File: src/rtl/gpio_pair_pkg.sv
package gpio_pair_pkg;

    localparam int PORT_W = 8;
    localparam int NPORT  = 2;
    localparam int DATA_W = PORT_W * NPORT;
    localparam int ADDR_W = 4;
    localparam int VEC_W  = 5;

    typedef enum logic [ADDR_W-1:0] {
        RA_IN   = 4'd0,
        RA_OUT  = 4'd1,
        RA_DIR  = 4'd2,
        RA_PEN  = 4'd3,
        RA_PSEL = 4'd4,
        RA_IE   = 4'd5,
        RA_EDGE = 4'd6,
        RA_FLAG = 4'd7,
        RA_VEC1 = 4'd8,
        RA_VEC2 = 4'd9
    } reg_addr_e;

    typedef struct packed {
        logic [DATA_W-1:0] out;
        logic [DATA_W-1:0] dir;
        logic [DATA_W-1:0] pen;
        logic [DATA_W-1:0] psel;
        logic [DATA_W-1:0] ie;
        logic [DATA_W-1:0] fall;
    } cfg_t;

    function automatic logic [DATA_W-1:0] pin_mask(input int n1, input int n2);
        logic [DATA_W-1:0] m;
        m = '0;
        for (int i = 0; i < PORT_W; i++) begin
            m[i]          = (i < n1);
            m[PORT_W + i] = (i < n2);
        end
        return m;
    endfunction

    function automatic logic [DATA_W-1:0] lane_merge(
        input logic [DATA_W-1:0] old_v,
        input logic [DATA_W-1:0] new_v,
        input logic [NPORT-1:0]  lanes,
        input logic [DATA_W-1:0] mask
    );
        logic [DATA_W-1:0] r;
        for (int p = 0; p < NPORT; p++)
            r[p*PORT_W +: PORT_W] = lanes[p] ? new_v[p*PORT_W +: PORT_W]
                                             : old_v[p*PORT_W +: PORT_W];
        return r & mask;
    endfunction

    function automatic logic [VEC_W-1:0] vec_code(input logic [PORT_W-1:0] pend);
        logic [VEC_W-1:0] v;
        v = '0;
        for (int i = PORT_W - 1; i >= 0; i--)
            if (pend[i]) v = VEC_W'(2 * (i + 1));
        return v;
    endfunction

endpackage

File: src/rtl/gpio_pair_cfg.sv
module gpio_pair_cfg
    import gpio_pair_pkg::*;
#(
    parameter logic [DATA_W-1:0] MASK = '1
) (
    input  logic              clk,
    input  logic              rst,
    input  logic              wr_en,
    input  logic [ADDR_W-1:0] addr,
    input  logic [NPORT-1:0]  be,
    input  logic [DATA_W-1:0] wdata,
    output cfg_t              cfg
);

    always_ff @(posedge clk) begin
        if (rst) begin
            cfg <= '0;
        end else if (wr_en) begin
            case (addr)
                RA_OUT:  cfg.out  <= lane_merge(cfg.out,  wdata, be, MASK);
                RA_DIR:  cfg.dir  <= lane_merge(cfg.dir,  wdata, be, MASK);
                RA_PEN:  cfg.pen  <= lane_merge(cfg.pen,  wdata, be, MASK);
                RA_PSEL: cfg.psel <= lane_merge(cfg.psel, wdata, be, MASK);
                RA_IE:   cfg.ie   <= lane_merge(cfg.ie,   wdata, be, MASK);
                RA_EDGE: cfg.fall <= lane_merge(cfg.fall, wdata, be, MASK);
                default: ;
            endcase
        end
    end

endmodule

File: src/rtl/gpio_pair_sync.sv
module gpio_pair_sync #(
    parameter int W = 16
) (
    input  logic         clk,
    input  logic         rst,
    input  logic [W-1:0] pin_in,
    input  logic [W-1:0] fall_sel,
    output logic [W-1:0] level,
    output logic [W-1:0] evt
);

    logic [W-1:0] meta_q, stab_q, last_q;

    always_ff @(posedge clk) begin
        if (rst) begin
            meta_q <= '0;
            stab_q <= '0;
            last_q <= '0;
        end else begin
            meta_q <= pin_in;
            stab_q <= meta_q;
            last_q <= stab_q;
        end
    end

    assign level = stab_q;

    for (genvar i = 0; i < W; i++) begin : g_det
        assign evt[i] = fall_sel[i] ? (last_q[i] & ~stab_q[i])
                                    : (~last_q[i] & stab_q[i]);
    end

endmodule

File: src/rtl/gpio_pair_flags.sv
module gpio_pair_flags
    import gpio_pair_pkg::*;
#(
    parameter logic [PORT_W-1:0] MASK8 = '1
) (
    input  logic              clk,
    input  logic              rst,
    input  logic [PORT_W-1:0] evt,
    input  logic [PORT_W-1:0] ie,
    input  logic              fwr,
    input  logic [PORT_W-1:0] fdata,
    input  logic              ack,
    output logic [PORT_W-1:0] flag,
    output logic [VEC_W-1:0]  vec,
    output logic              irq
);

    logic [PORT_W-1:0] pend, lowest, nxt;

    assign pend   = flag & ie;
    assign lowest = pend & (~pend + PORT_W'(1));
    assign vec    = vec_code(pend);
    assign irq    = |pend;

    always_comb begin
        nxt = flag;
        if (ack)
            nxt = nxt & ~lowest;
        if (fwr)
            nxt = fdata;
        nxt = (nxt | evt) & MASK8;
    end

    always_ff @(posedge clk) begin
        if (rst)
            flag <= '0;
        else
            flag <= nxt;
    end

endmodule

File: src/rtl/gpio_pair.sv
module gpio_pair
    import gpio_pair_pkg::*;
#(
    parameter int P1_PINS = 8,
    parameter int P2_PINS = 6
) (
    input  logic        clk,
    input  logic        rst,
    input  logic [3:0]  addr,
    input  logic        wr_en,
    input  logic        rd_en,
    input  logic [1:0]  be,
    input  logic [15:0] wdata,
    output logic [15:0] rdata,
    input  logic [15:0] pad_in,
    output logic [15:0] pad_out,
    output logic [15:0] pad_oe,
    output logic [15:0] pull_en,
    output logic [15:0] pull_up,
    output logic [1:0]  irq
);

    localparam logic [DATA_W-1:0] LANE_MASK = pin_mask(P1_PINS, P2_PINS);

    cfg_t              cfg_q;
    logic [DATA_W-1:0] level, evt, flag_all, ie_q;
    logic [VEC_W-1:0]  vec [NPORT];
    logic [DATA_W-1:0] rd_mux;

    gpio_pair_cfg #(.MASK(LANE_MASK)) u_cfg (
        .clk   (clk),
        .rst   (rst),
        .wr_en (wr_en),
        .addr  (addr),
        .be    (be),
        .wdata (wdata),
        .cfg   (cfg_q)
    );

    gpio_pair_sync #(.W(DATA_W)) u_sync (
        .clk      (clk),
        .rst      (rst),
        .pin_in   (pad_in),
        .fall_sel (cfg_q.fall),
        .level    (level),
        .evt      (evt)
    );

    for (genvar p = 0; p < NPORT; p++) begin : g_port
        logic fwr, ack;
        assign fwr = wr_en && (addr == RA_FLAG) && be[p];
        assign ack = rd_en && (addr == ADDR_W'(RA_VEC1 + p));

        gpio_pair_flags #(.MASK8(LANE_MASK[p*PORT_W +: PORT_W])) u_flags (
            .clk   (clk),
            .rst   (rst),
            .evt   (evt[p*PORT_W +: PORT_W]),
            .ie    (cfg_q.ie[p*PORT_W +: PORT_W]),
            .fwr   (fwr),
            .fdata (wdata[p*PORT_W +: PORT_W]),
            .ack   (ack),
            .flag  (flag_all[p*PORT_W +: PORT_W]),
            .vec   (vec[p]),
            .irq   (irq[p])
        );
    end

    assign ie_q = cfg_q.ie;

    always_comb begin
        case (addr)
            RA_IN:   rd_mux = level & LANE_MASK;
            RA_OUT:  rd_mux = cfg_q.out;
            RA_DIR:  rd_mux = cfg_q.dir;
            RA_PEN:  rd_mux = cfg_q.pen;
            RA_PSEL: rd_mux = cfg_q.psel;
            RA_IE:   rd_mux = cfg_q.ie;
            RA_EDGE: rd_mux = cfg_q.fall;
            RA_FLAG: rd_mux = flag_all;
            RA_VEC1: rd_mux = {{(DATA_W-VEC_W){1'b0}}, vec[0]};
            RA_VEC2: rd_mux = {{(DATA_W-VEC_W){1'b0}}, vec[1]};
            default: rd_mux = '0;
        endcase
    end

    always_ff @(posedge clk) begin
        if (rst)
            rdata <= '0;
        else if (rd_en)
            rdata <= rd_mux;
    end

    assign pad_out = cfg_q.out;
    assign pad_oe  = cfg_q.dir;
    assign pull_en = cfg_q.pen & ~cfg_q.dir;
    assign pull_up = cfg_q.psel;

endmodule

File: config.mk
export PLATFORM = sky130hd
export DESIGN_NAME = gpio_pair
export DESIGN_NICKNAME = d
export VERILOG_FILES = /design/src/rtl/gpio_pair_pkg.sv /design/src/rtl/gpio_pair_cfg.sv /design/src/rtl/gpio_pair_sync.sv /design/src/rtl/gpio_pair_flags.sv /design/src/rtl/gpio_pair.sv
export SDC_FILE = /design/constraint.sdc
export NUM_CORES = 1
export LEC_CHECK = 0
export ABC_AREA = 1
export BUFFER_PORTS_ARGS = -buffer_cell sky130_fd_sc_hd__buf_2
export CAP_MARGIN = 30
export CELL_PAD_IN_SITES_DETAIL_PLACEMENT = 1
export CELL_PAD_IN_SITES_GLOBAL_PLACEMENT = 2
export CORE_MARGIN = 8
export CORE_UTILIZATION = 34
export CTS_CLUSTER_SIZE = 16
export DETAILED_ROUTE_END_ITERATION = 10
export HOLD_SLACK_MARGIN = 0.02
export PLACE_DENSITY = 0.94
export REMOVE_ABC_BUFFERS = 1
export SYNTH_ARGS = -nofsm -noshare
export SYNTH_HDL_FRONTEND = slang
export SYNTH_SLANG_ARGS = --single-unit
File: constraint.sdc
create_clock -name clk -period 1.7 [get_ports clk]
set_input_delay 0.085 -clock clk [delete_from_list [all_inputs] [get_ports clk]]
set_output_delay 0.085 -clock clk [all_outputs]
set_load 0.05 [all_outputs]
# Word level (Yosys, flattened, before mapping)
# Index checks and enable logic that the tools add are counted.
# op_classes
shifts,0
n_reduce_logical,20
n_mul,0
muxes,35
addsub,2
eq_ne,9
bitwise_logic,70
div,0
order_cmp,0
# op_table
op,count
$pmux W14 S10,1
$mux W5,16
$reduce_and A3 Y1,12
$and A1 B1 Y1,28
$not A1 Y1,28
$and A8 B8 Y8,3
$and A6 B6 Y6,3
$and A14 B16 Y16,1
$eq A4 B3 Y1 const B,4
$mux W8,2
$not A14 Y16,1
$not A8 Y8,2
$reduce_or A8 Y1,2
$mux W1,14
$mux W6,2
$not A6 Y6,2
$add A8 B1 Y8 const B,1
$eq A4 B2 Y1 const B,2
$eq A4 B4 Y1 const B,2
$or A8 B8 Y8,1
$add A6 B1 Y6 const B,1
$or A6 B6 Y6,1
$logic_and A1 B1 Y1,5
$eq A4 B1 Y1 const B,1
$logic_not A4 Y1,1
# totals
out_inout_bits,82
memories,0
elab_cells,154
regBits,162
rom_bits,0
latchBits,0
mem_bits_rw,0
input_bits,42

# Logic depth before layout (Yosys ltp)
# Gate-level depths: netlist of the first run.
# logic_depth
word_depth,10
depth_mapped,11
ltp_nobuf,10

# Cells and area by module
# Synthesis of the first run repeated with hierarchy kept, for this count alone.
# hier_totals
hier_cells,1387
hier_area_um2,8689.6
# modules_own_cells
module,area_per_inst_um2,n_inst,cells_per_inst,seq_area_each_um2
gpio_pair_cfg,3900.0,1,614,1681.6
gpio_pair,2080.7,1,393,320.3
gpio_pair_sync,1705.4,1,229,960.9
gpio_pair_flags at g_port[0].u_flags,566.8,1,84,160.2
gpio_pair_flags at g_port[1].u_flags,436.7,1,67,120.1

# Least setup slack after synthesis of the first run
# Ideal clock, no wire load.
# synth_timing
path_kind,flip-flop to flip-flop
startpoint,reg g_port[0].u_flags.flag[5]
endpoint,reg g_port[0].u_flags.flag[7]
n_path_buf,0
arrival_ns,0.996
t_required_ns,1.572
slack_ns,0.577
stages_incl_launch_ff,9
setup_time_ns,0.128
path_cell_list,dfxtp_1 nand2_1 nand2_1 nor2_1 inv_1 nor2_1 nand3_1 a31oi_1 nor2_1
# synth_between
elab_chain_len,9
# synth_lines
item,line,rtl
from (decl),gpio_pair_flags.sv:13,"output logic [PORT_W-1:0] flag,"
from (signal assigned),gpio_pair_flags.sv:38,flag <= nxt;
$and A8 B8 Y8,gpio_pair_flags.sv:20,assign pend = flag & ie;
$not A8 Y8,gpio_pair_flags.sv:21,assign lowest = pend & (~pend + PORT_W'(1));
$add A8 B1 Y8,gpio_pair_flags.sv:21,
$and A8 B8 Y8,gpio_pair_flags.sv:21,
$not A8 Y8,gpio_pair_flags.sv:28,nxt = nxt & ~lowest;
$and A8 B8 Y8,gpio_pair_flags.sv:28,
$mux W8,gpio_pair_flags.sv:27,if (ack)
$mux W8,gpio_pair_flags.sv:29,if (fwr)
$or A8 B8 Y8,gpio_pair_flags.sv:31,nxt = (nxt | evt) & MASK8;
# No other way between the ends.
# A chain may end at the register's enable or synchronous reset.

# Worst setup path in the final report of the first run
# layout_timing
startpoint,reg u_cfg.cfg[16] (netlist name)
endpoint,out irq[0]
# layout_between
elab_chain_len,2
# layout_lines
item,line,rtl
$and A8 B8 Y8,gpio_pair_flags.sv:20,
$reduce_or A8 Y1,gpio_pair_flags.sv:23,assign irq = |pend;
to (decl),gpio_pair.sv:20,output logic [1:0] irq
# No other way between the ends.

==> flow_summary_export.csv, run 1 <==
group,metric,value,unit
synthesis,syn-cell-area,7240,sq um
synthesis,synth_top_family_by_area,"simple AND/OR/NAND/NOR gates",
global_route,grt_pass1_wl,39500,um
synthesis,synth_seq_area_share,42.6,%
route,wire_per_inst,17.8,um
power_and_ir_drop,power_density,987,nW/um^2
synthesis,synth.distinct_cells,28,
synthesis,muxShareOfSynthArea,0,%
synthesis,netlist.area_leader.share,42.6,%
finish,syn_to_final_growth,21.7,%
cts,cts_root_buf,"clkbuf_16",
floorplan,core_area,21000,sq um
synthesis,synthAdderAreaFrac,0,%
critical_path,crit_arrival,1580,ps
synthesis,yosysWarnings,0,
critical_path,worstSetupStartpointType,"flop",
cts,insertion_delay,440,ps
timing,drv_slew,0,
route,first_iter_violations,396,
cts,cts_sinks,154,
route,drc,0,
critical_path,crit_path_end_kind,"primary output",
synthesis,synthTopCellsByArea,"dfxtp_1, nand2_1, nor2_1",
timing,post-route-period-util,97.8,%
place,hpwl,17400,um
finish,nets,1170,
timing,finalClockSkew,8.73,ps
power_and_ir_drop,ir_drop,0.000555,V
critical_path,cpPeakStageDelay,340,ps
job,cap_violations,0,
critical_path,crit_path_cell_trace,"nand2_1 > inv_1 > nor2_4 > nand3_1 > buf_4",
timing,whs,107,ps
power_and_ir_drop,leakage,3.78,nW
synthesis,synthXorXnorAreaFrac,0,%
floorplan,io_pins,124,
route,routed_via_density,5.00,
floorplan,start_util,34.5,%
cts,clock_path_buffers,2,
cts,post-cts-setup-buffers,0,
synthesis,yosys.area_share.simple,27.2,%
timing,period_needed,1660,ps
synthesis,yosysTopAreaCell,"dfxtp_1",
critical_path,worstSetupPathType,"reg -> out",
route,drtAntennaViolNets,0,
global_route,grt_max_degree,82,
min_path,holdCritPathClass,"in -> reg",
global_route,grt_util_all_layers,19.1,%
timing,hold_viol,0,
cts,clkSlewWorstSetupHoldPaths,70,ps
cts,htree_levels,4,
critical_path,critPathBufInv,2,
timing,fmax,602,MHz
timing,rsz0062_at_grt,"false",
timing,worst_pin_slew,597,ps
synthesis,netlist_instances,1027,
cts,cts_buffers,17,
floorplan,dieArea,26200,sq um
power_and_ir_drop,finalPower,8.69,mW
route,firstDrtPassIters,5,
global_route,overflow,0,
floorplan,die_h,162,um
timing,setup_tns,0,ps
place,routabilityCongestion,0.848,
critical_path,critical_path.top_delay_family,"simple AND/OR/NAND/NOR gates",
cts,cts_tree,"built",
critical_path,crit_fanout,4,
critical_path,required,1620,ps
run_status,status,"finished clean",
global_route,antenna_found_initial,0,
synthesis,synth_area_per_cell,7.05,sq um
route,routed_wl,25100,um
global_route,grt_pass1_vias,7296,
synthesis,synth_compound_area_share,15.0,%
route,vias,7077,
place,port_buffers,109,
timing,finalSetupViolCount,0,
finish,drive_gt1_share,17.8,%
finish,n_antenna_cell,0,
floorplan,fp-row-count,53,
synthesis,synth-seq-cells,154,
timing,maxSlewHeadroom,60.1,%
floorplan,die_x,162,um
critical_path,crit_slowest_cell,"dfxtp_1",
==> metal layers <==
metal / GRT usage [%] / wire length [um] / vias up
li1: - / - / 3443
met1: 24.6 / 11600 / 3419
met2: 31.0 / 11600 / 178
met3: 4.18 / 1410 / 37
met4: 6.65 / 523 / 0
met5: 0 / 0 / -
==> state kept, by name (all words and copies together), names as in the netlist <==
register             count
u_sync.last_q           14
g_port.u_flags.flag     14
u_cfg.cfg               84
u_sync.level            14
rdata                   14
u_sync.meta_q           14
==> kinds of logic after synthesis <==
kind of cell,count (synthesis)
simple gates,470
other cells,1
buf+inv,225
flops,154
compound gates,177
==> layout by cell type, fill, tap and decap left out, types with 2 or more instances in the layout <==
cell type,Yosys,routed
a211oi_1,53,53
a21oi_1,50,50
a31oi_1,8,8
a41oi_1,2,2
buf_12,0,4
buf_2,13,106
buf_4,58,25
bufinv_16,0,5
clkbuf_16,0,17
clkinv_2,0,2
clkinv_4,0,2
clkinvlp_4,0,3
conb_1,1,10
dfxtp_1,154,154
dlygate4sd3_1,0,33
inv_1,121,121
inv_2,9,9
inv_6,0,2
nand2_1,203,202
nand2_2,13,14
nand3_1,87,87
nand4_1,2,2
nor2_1,155,153
nor2_2,4,5
nor2_4,4,5
o211ai_1,12,12
o21ai_0,29,29
o21ai_1,11,11
o22ai_1,10,10
==> path summary, 6_finish.rpt <==
path,slack [ps],cells after the start,start,end
setup / recovery,40,5,u_cfg.cfg[16]$_SDFFE_PP0P_,irq[0]
hold / removal,110,4,rd_en,rdata[3]$_SDFFE_PP0P_
setup reg to reg,350,6,g_port[1].u_flags.flag[0]$_SDFF_PP0_,g_port[1].u_flags.flag[3]$_SDFF_PP0_
hold reg to reg,400,2,u_sync.meta_q[2]$_SDFF_PP0_,u_sync.level[2]$_SDFF_PP0_
==> power breakdown <==
group / internal (mW) / switching (mW) / total, mW
registers: 3.69 / 0.0518 / 3.75
clock network: 2.65 / 1.61 / 4.26
logic: 0.209 / 0.480 / 0.688
total: 6.55 / 2.14 / 8.69
==> cells in the mapped netlist <==
master,number
nand4_1,2
nor2_4,4
o211ai_1,12
buf_6,2
nor2_2,4
o21ai_1,11
inv_2,9
a21oi_1,50
buf_2,13
nand2_2,13
nor3_4,1
o21ai_0,29
a211oi_1,53
dfxtp_1,154
buf_1,5
a211oi_2,1
nand3_1,87
o22ai_1,10
nor2_1,155
o21bai_1,1
conb_1,1
a41oi_1,2
inv_1,121
buf_4,58
clkbuf_1,17
nand2_4,1
a31oi_1,8
nand2_1,203
==> worst min-delay path: stages <==
cell and delay [ps]:
buf_2 110, inv_1 140, nand2_1 90, a21oi_1 50
==> stage by stage <==
step | instance area, sq um | setup slack, ps | instances | utilization (%)
after global placement | 7800 | 205 | 1351 | 37.2
after detailed placement | 7800 | 113 | 1351 | 37.2
after CTS | 8800 | 2.13 | 1416 | 42.0
after floorplan | 6670 | 177 | 941 | -
final | 8810 | 38.0 | 1416 | 42.0
after global routing | 8810 | 5.34 | 1416 | 42.0
==> layout make-up <==
cell class              instances  area, sq um
fillers                      2700        12100
multi-input cells             657         3110
flip-flops and latches        154         3080
repair buffers                168         1130
inverters                     130          488
clock buffers                  18          439
well taps                     275          344
clock inverters                14          218
==> timing repair <==
action | CTS | global route
endpoints found under the hold margin | 92 | 0
pin swaps | 0 | 0
endpoints found under the setup margin | 2 | 2
hold buffers | 33 | 0
resized for setup | 3 | 4
No activity file was read; power rests on OpenSTA's default activity.
==> run 2, diff against run 1 <==
--- a/config.mk
+++ b/config.mk
@@ -11,11 +11,11 @@
 export CELL_PAD_IN_SITES_DETAIL_PLACEMENT = 1
 export CELL_PAD_IN_SITES_GLOBAL_PLACEMENT = 2
 export CORE_MARGIN = 8
-export CORE_UTILIZATION = 34
+export CORE_UTILIZATION = 31
 export CTS_CLUSTER_SIZE = 16
 export DETAILED_ROUTE_END_ITERATION = 10
 export HOLD_SLACK_MARGIN = 0.02
-export PLACE_DENSITY = 0.94
+export PLACE_DENSITY = 0.87
 export REMOVE_ABC_BUFFERS = 1
 export SYNTH_ARGS = -nofsm -noshare
 export SYNTH_HDL_FRONTEND = slang
==> constraint.sdc (replaced) <==
create_clock -name clk -period 1.8 [get_ports clk]
set_input_delay 0.09 -clock clk [delete_from_list [all_inputs] [get_ports clk]]
set_output_delay 0.09 -clock clk [all_outputs]
set_load 0.05 [all_outputs]
==> run 2 against run 1 <==
Cell count is 3.0% higher. Final area is 0.60% lower. Clock skew is 1.5 ps higher. Via count decreased by 1.6%. Setup slack gained 44 ps. Global-route usage decreased by 1.3 points. Clock power shrank 14%. Power shrank 9.9%. Critical endpoint is now irq[1]. Highest routed layer unchanged.
==> flow_summary_export.csv, run 2 (synthesis gave the netlist of run 1 again) <==
group,metric,value,unit
run_status,status,"finished clean",
timing,fmax,582,MHz
timing,setup_ws,81.7,ps
finish,fillers,2956,
global_route,grt_pass1_vias,7135,
place,place_area,7900,sq um
critical_path,r2r-start,"u_cfg.cfg[19]$_SDFFE_PP0P_",
place,routabilityCongestion,0.848,
floorplan,die_x,169,um
global_route,grt_util_all_layers,17.8,%
critical_path,required,1710,ps
finish,n_antenna_cell,0,
route,drc,0,
cts,cts_sinks,154,
critical_path,worstSetupPathType,"reg -> out",
timing,finalSetupViolCount,0,
critical_path,crit_arrival,1630,ps
route,drtAntennaViolNets,0,
timing,drv_slew,0,
floorplan,core_area,23200,sq um
cts,insertion_delay,430,ps
critical_path,critical_path.top_delay_family,"simple AND/OR/NAND/NOR gates",
finish,largest_reg_flops,84,
route,routed_via_density,4.78,
cts,htree_levels,4,
critical_path,crit_path_end_kind,"primary output",
cts,cts_buffers,17,
route,wire_per_inst,17.2,um
place,place_ws,160,ps
route,first_iter_violations,462,
power_and_ir_drop,finalPower,7.83,mW
finish,nets,1171,
finish,drive_gt1_share,17.9,%
critical_path,crit_path_cell_trace,"nand2_1 > inv_1 > nor2_2 > nand3_1 > buf_2",
power_and_ir_drop,leakage,3.75,nW
global_route,grt_pass1_wl,39600,um
min_path,holdPathStages,3,
place,dp.cells,1402,
route,firstDrtPassIters,4,
global_route,overflow,0,
timing,worst_pin_slew,556,ps
cts,cts_tree,"built",
timing,setup_tns,0,ps
critical_path,reg2regPathDepth,9,
route,vias,6967,
critical_path,r2r_slack,460,ps
min_path,holdPathEnd,"u_cfg.cfg[83]$_SDFFE_PP0P_",
timing,finalClockSkew,10.2,ps
global_route,grt_max_degree,40,
finish,fin_area,8760,sq um
floorplan,io_pins,124,
critical_path,critPathLaunch,"g_port[1].u_flags.flag[0]$_SDFF_PP0_",
min_path,holdCritPathClass,"in -> reg",
critical_path,crit_slowest_cell,"dfxtp_1",
floorplan,dieArea,28500,sq um
finish,multi_input_area,3100,sq um
timing,period_needed,1720,ps
finish,instances_no_fill,1458,
cts,clkSlewWorstSetupHoldPaths,60,ps
critical_path,r2r_end,"rdata[4]$_SDFFE_PP0P_",
finish,final_util,37.8,%
finish,top_register,"u_cfg.cfg",
global_route,antenna_found_initial,0,
floorplan,fp-row-count,56,
cts,cts_root_buf,"clkbuf_16",
critical_path,crit_fanout,4,
critical_path,critPathBufInv,2,
finish,seq_area,3080,sq um
timing,hold_viol,0,
finish,final_common_cell,"nand2_1",
critical_path,cpPeakStageDelay,330,ps
place,hpwl,18000,um
timing,maxSlewHeadroom,62.8,%
power_and_ir_drop,power_density,895,nW/um^2
job,cap_violations,0,
place,port_buffers,109,
power_and_ir_drop,ir_drop,0.000356,V
finish,final_cell_mix,"nand2_1, dfxtp_1, nor2_1",
cts,post-cts-setup-buffers,0,
finish,syn_to_final_growth,21.0,%
critical_path,worstSetupStartpointType,"flop",
floorplan,die_h,169,um
route,routed_wl,25000,um
timing,whs,42.0,ps
cts,clock_path_buffers,2,
timing,post-route-period-util,95.5,%
floorplan,start_util,31.2,%
min_path,worstHoldStart,"wdata[3]",
-- run 2: per-layer routing --
layer | routed length (um) | up-vias | global-route usage [%] | share of wire [%]
li1 | - | 3448 | - | -
met1 | 11900 | 3304 | 23.4 | 47
met2 | 11400 | 177 | 28.5 | 46
met3 | 1250 | 38 | 3.40 | 5.0
met4 | 515 | 0 | 6.41 | 2.1
met5 | 0 | - | 0 | 0
-- run 2: timing repair --
item / 4_1_cts / 5_1_grt
hold buffers: 27 / 0
endpoints found under the hold margin: 77 / 0
setup endpoints to repair: 0 / 2
gates resized for setup: 0 / 2
-- run 2: worst max-delay path by stage --
stage | end | slack, ps | cells past startpoint
after global routing | irq[1] | -8 | 5
after CTS | irq[0] | 2 | 5
final | irq[1] | 80 | 5
after global placement | u_cfg.cfg[69]$_SDFFE_PP0P_ | 200 | 7
after floorplan | u_cfg.cfg[28]$_SDFFE_PP0P_ | 270 | 5
after detailed placement | u_cfg.cfg[70]$_SDFFE_PP0P_ | 160 | 7
-- run 2: report_power, final --
group          internal, mW  leakage, nW  switching (mW)  total [mW]
clock network          2.23        0.285            1.43        3.65
logic                 0.196         2.22           0.450       0.646
registers              3.49         1.25          0.0476        3.54
-- run 2: worst reg2reg max path, cell delays in order (launching register included) --
cell     delay, ps
dfxtp_1        350
nand2_1        130
nand2_1        100
nor2_1         140
inv_1           80
nor2_1         120
nand2_1         90
nand3_1         90
nand2_1         70
a21oi_1        120
-- run 2: cell type report --
cell class	count	share of cell area (%)
well taps	319	4.56
multi-input cells	657	35.4
clock buffers	21	5.26
clock inverters	8	1.39
inverters	130	5.57
flip-flops and latches	154	35.2
repair buffers	169	12.6
==> run 3, diff against run 2 <==
--- a/config.mk
+++ b/config.mk
@@ -11,11 +11,11 @@
 export CELL_PAD_IN_SITES_DETAIL_PLACEMENT = 1
 export CELL_PAD_IN_SITES_GLOBAL_PLACEMENT = 2
 export CORE_MARGIN = 8
-export CORE_UTILIZATION = 31
+export CORE_UTILIZATION = 30
 export CTS_CLUSTER_SIZE = 16
 export DETAILED_ROUTE_END_ITERATION = 10
 export HOLD_SLACK_MARGIN = 0.02
-export PLACE_DENSITY = 0.87
+export PLACE_DENSITY = 0.85
 export REMOVE_ABC_BUFFERS = 1
 export SYNTH_ARGS = -nofsm -noshare
 export SYNTH_HDL_FRONTEND = slang
==> run 3 against run 2 <==
Hold slack lost 8.1 ps. Non-clock buffer count is 8 lower. Flip-flop and latch count did not move. First-iteration DRC count down 7.8%. Count of clock-buffer cells in the layout is 3 lower. Maximum frequency is 1.3% higher. Wire length shrank 0.91%. Critical endpoint is now irq[0].
==> flow_summary_export.csv, run 3 (synthesis gave the netlist of run 1 again) <==
group,metric,value,unit
run_status,status,"finished clean",
finish,syn_to_final_growth,20.6,%
power_and_ir_drop,pwr-share-comb,8.1,%
route,first_iter_violations,426,
critical_path,path_depth,5,
global_route,grt_util_all_layers,17.2,%
cts,insertion_delay,430,ps
power_and_ir_drop,p_switching,1.97,mW
cts,clock_path_buffers,2,
finish,final_cell_mix,"nand2_1, dfxtp_1, nor2_1",
power_and_ir_drop,clkPwrFrac,46.8,%
cts,cts_root_buf,"clkbuf_16",
min_path,holdPathStages,3,
floorplan,die_x,171,um
power_and_ir_drop,swShare,25.1,%
global_route,grt_pass1_vias,6955,
critical_path,cpPeakStageDelay,390,ps
place,dp.cells,1399,
critical_path,crit_path_cell_trace,"nand2_1 > inv_1 > nor2_4 > nand3_1 > buf_2",
floorplan,start_util,30.1,%
route,routed_wl,24800,um
critical_path,crit_fanout,4,
finish,instances_no_fill,1456,
cts,cts_buffers,17,
finish,n_antenna_cell,0,
power_and_ir_drop,seqPwrFrac,45.1,%
cts,cts_sinks,154,
critical_path,required,1710,ps
critical_path,worstSetupPathType,"reg -> out",
floorplan,dieArea,29400,sq um
route,drc,0,
finish,final_common_cell,"nand2_1",
power_and_ir_drop,ir_drop,0.000422,V
floorplan,core_area,24000,sq um
finish,largest_reg_flops,84,
timing,finalSetupViolCount,0,
critical_path,worstSetupStartpointType,"flop",
timing,period_needed,1700,ps
job,cap_violations,0,
route,wl_met2,11500,um
timing,finalClockSkew,8.42,ps
timing,whs,33.9,ps
min_path,holdCritPathClass,"in -> reg",
power_and_ir_drop,p_int,5.87,mW
global_route,grt_pass1_wl,39000,um
critical_path,crit_path_end_kind,"primary output",
route,highest_layer,"met4",
timing,hold_viol,0,
timing,drv_slew,0,
route,met1_length,11800,um
cts,cts_tree,"built",
floorplan,io_pins,124,
place,routabilityCongestion,0.832,
global_route,overflow,0,
cts,post-cts-setup-buffers,0,
finish,top_register,"u_cfg.cfg",
critical_path,critPathBufInv,2,
timing,setup_tns,0,ps
critical_path,crit_slowest_cell,"dfxtp_1",
timing,rsz0062_at_grt,"false",
critical_path,crit_arrival,1610,ps
place,hpwl,17700,um
timing,post-route-period-util,94.2,%
cts,clkSlewWorstSetupHoldPaths,60,ps
route,drtAntennaViolNets,0,
timing,maxSlewHeadroom,62.3,%
place,port_buffers,109,
critical_path,reg2regPathDepth,8,
route,wl_met3,1200,um
critical_path,critical_path.top_delay_family,"buffers and inverters",
global_route,antenna_found_initial,0,
power_and_ir_drop,power_density,898,nW/um^2
power_and_ir_drop,leakage,3.72,nW
finish,drive_gt1_share,17.6,%
route,routed_via_density,4.69,
finish,nets,1163,
timing,fmax,590,MHz
timing,worst_pin_slew,565,ps
cts,htree_levels,4,
route,firstDrtPassIters,5,
route,wire_per_inst,17.0,um
global_route,grt_max_degree,58,
floorplan,die_h,171,um
floorplan,fp-row-count,57,
route,vias,6831,
-- run 3: cell count changes in the layout (fill, tap and decap cells not counted), sizes merged --
cell and delta:
buf -8, clkbuf -3, clkinv +1, clkinvlp +2, inv +1
-- run 3: area by class of cell --
| type | count | area, sq um |
|---|---|---|
| fillers | 3041 | 15300 |
| multi-input cells | 657 | 3110 |
| flip-flops and latches | 154 | 3080 |
| repair buffers | 161 | 1060 |
| inverters | 130 | 488 |
| clock buffers | 18 | 439 |
| well taps | 324 | 405 |
| clock inverters | 12 | 150 |
-- run 3: stage by stage --
step / util, % / instance area (sq um) / total power, mW / setup slack, ps
6_report: 36.3 / 8730 / 7.84 / 104
5_1_grt: 36.3 / 8730 / 8.13 / 24.8
4_1_cts: 36.3 / 8720 / 7.92 / 54.0
3_5_place_dp: 32.7 / 7860 / 4.20 / 198
3_3_place_gp: 32.7 / 7860 / 4.19 / 259
2_1_floorplan: - / 6670 / 3.90 / 272
-- run 3: final timing paths --
| path | start | end | slack, ps |
|---|---|---|---|
| max | u_cfg.cfg[16]$_SDFFE_PP0P_ | irq[0] | 100 |
| min | wdata[12] | u_cfg.cfg[12]$_SDFFE_PP0P_ | 30 |
| max reg2reg | g_port[0].u_flags.flag[3]$_SDFF_PP0_ | g_port[0].u_flags.flag[7]$_SDFF_PP0_ | 490 |
| min reg2reg | u_sync.meta_q[2]$_SDFF_PP0_ | u_sync.level[2]$_SDFF_PP0_ | 400 |
-- run 3: routing by layer --
layer,vias to the layer above,global-route usage [%]
met5,-,0
met4,0,4.95
met3,25,3.26
met2,143,28.1
met1,3240,22.9
li1,3423,-
-- run 3: worst min-delay path: cells and delay by family --
| kind | cells | cell delay, ps |
|---|---|---|
| buffers and inverters | 1 | 160 |
| and+or+nand+nor | 1 | 110 |
| AOI/OAI and AO/OA | 1 | 50 |
-- run 3: what timing repair did --
| item | in CTS | in global routing |
|---|---|---|
| endpoints found under the hold margin | 73 | 0 |
| pin swaps | 0 | 0 |
| endpoints found under the setup margin | 1 | 2 |
| hold buffers | 27 | 0 |
| resized for setup | 1 | 2 |
-- run 3: power by group through the flow --
stage | Sequential [mW] | Clock (mW) | Combinational (mW)
3_5_place_dp | 3.61 | 0 | 0.588
6_report | 3.54 | 3.67 | 0.633
4_1_cts | 3.54 | 3.74 | 0.638
2_1_floorplan | 3.64 | 0 | 0.255
5_1_grt | 3.54 | 3.90 | 0.692
3_3_place_gp | 3.61 | 0 | 0.583
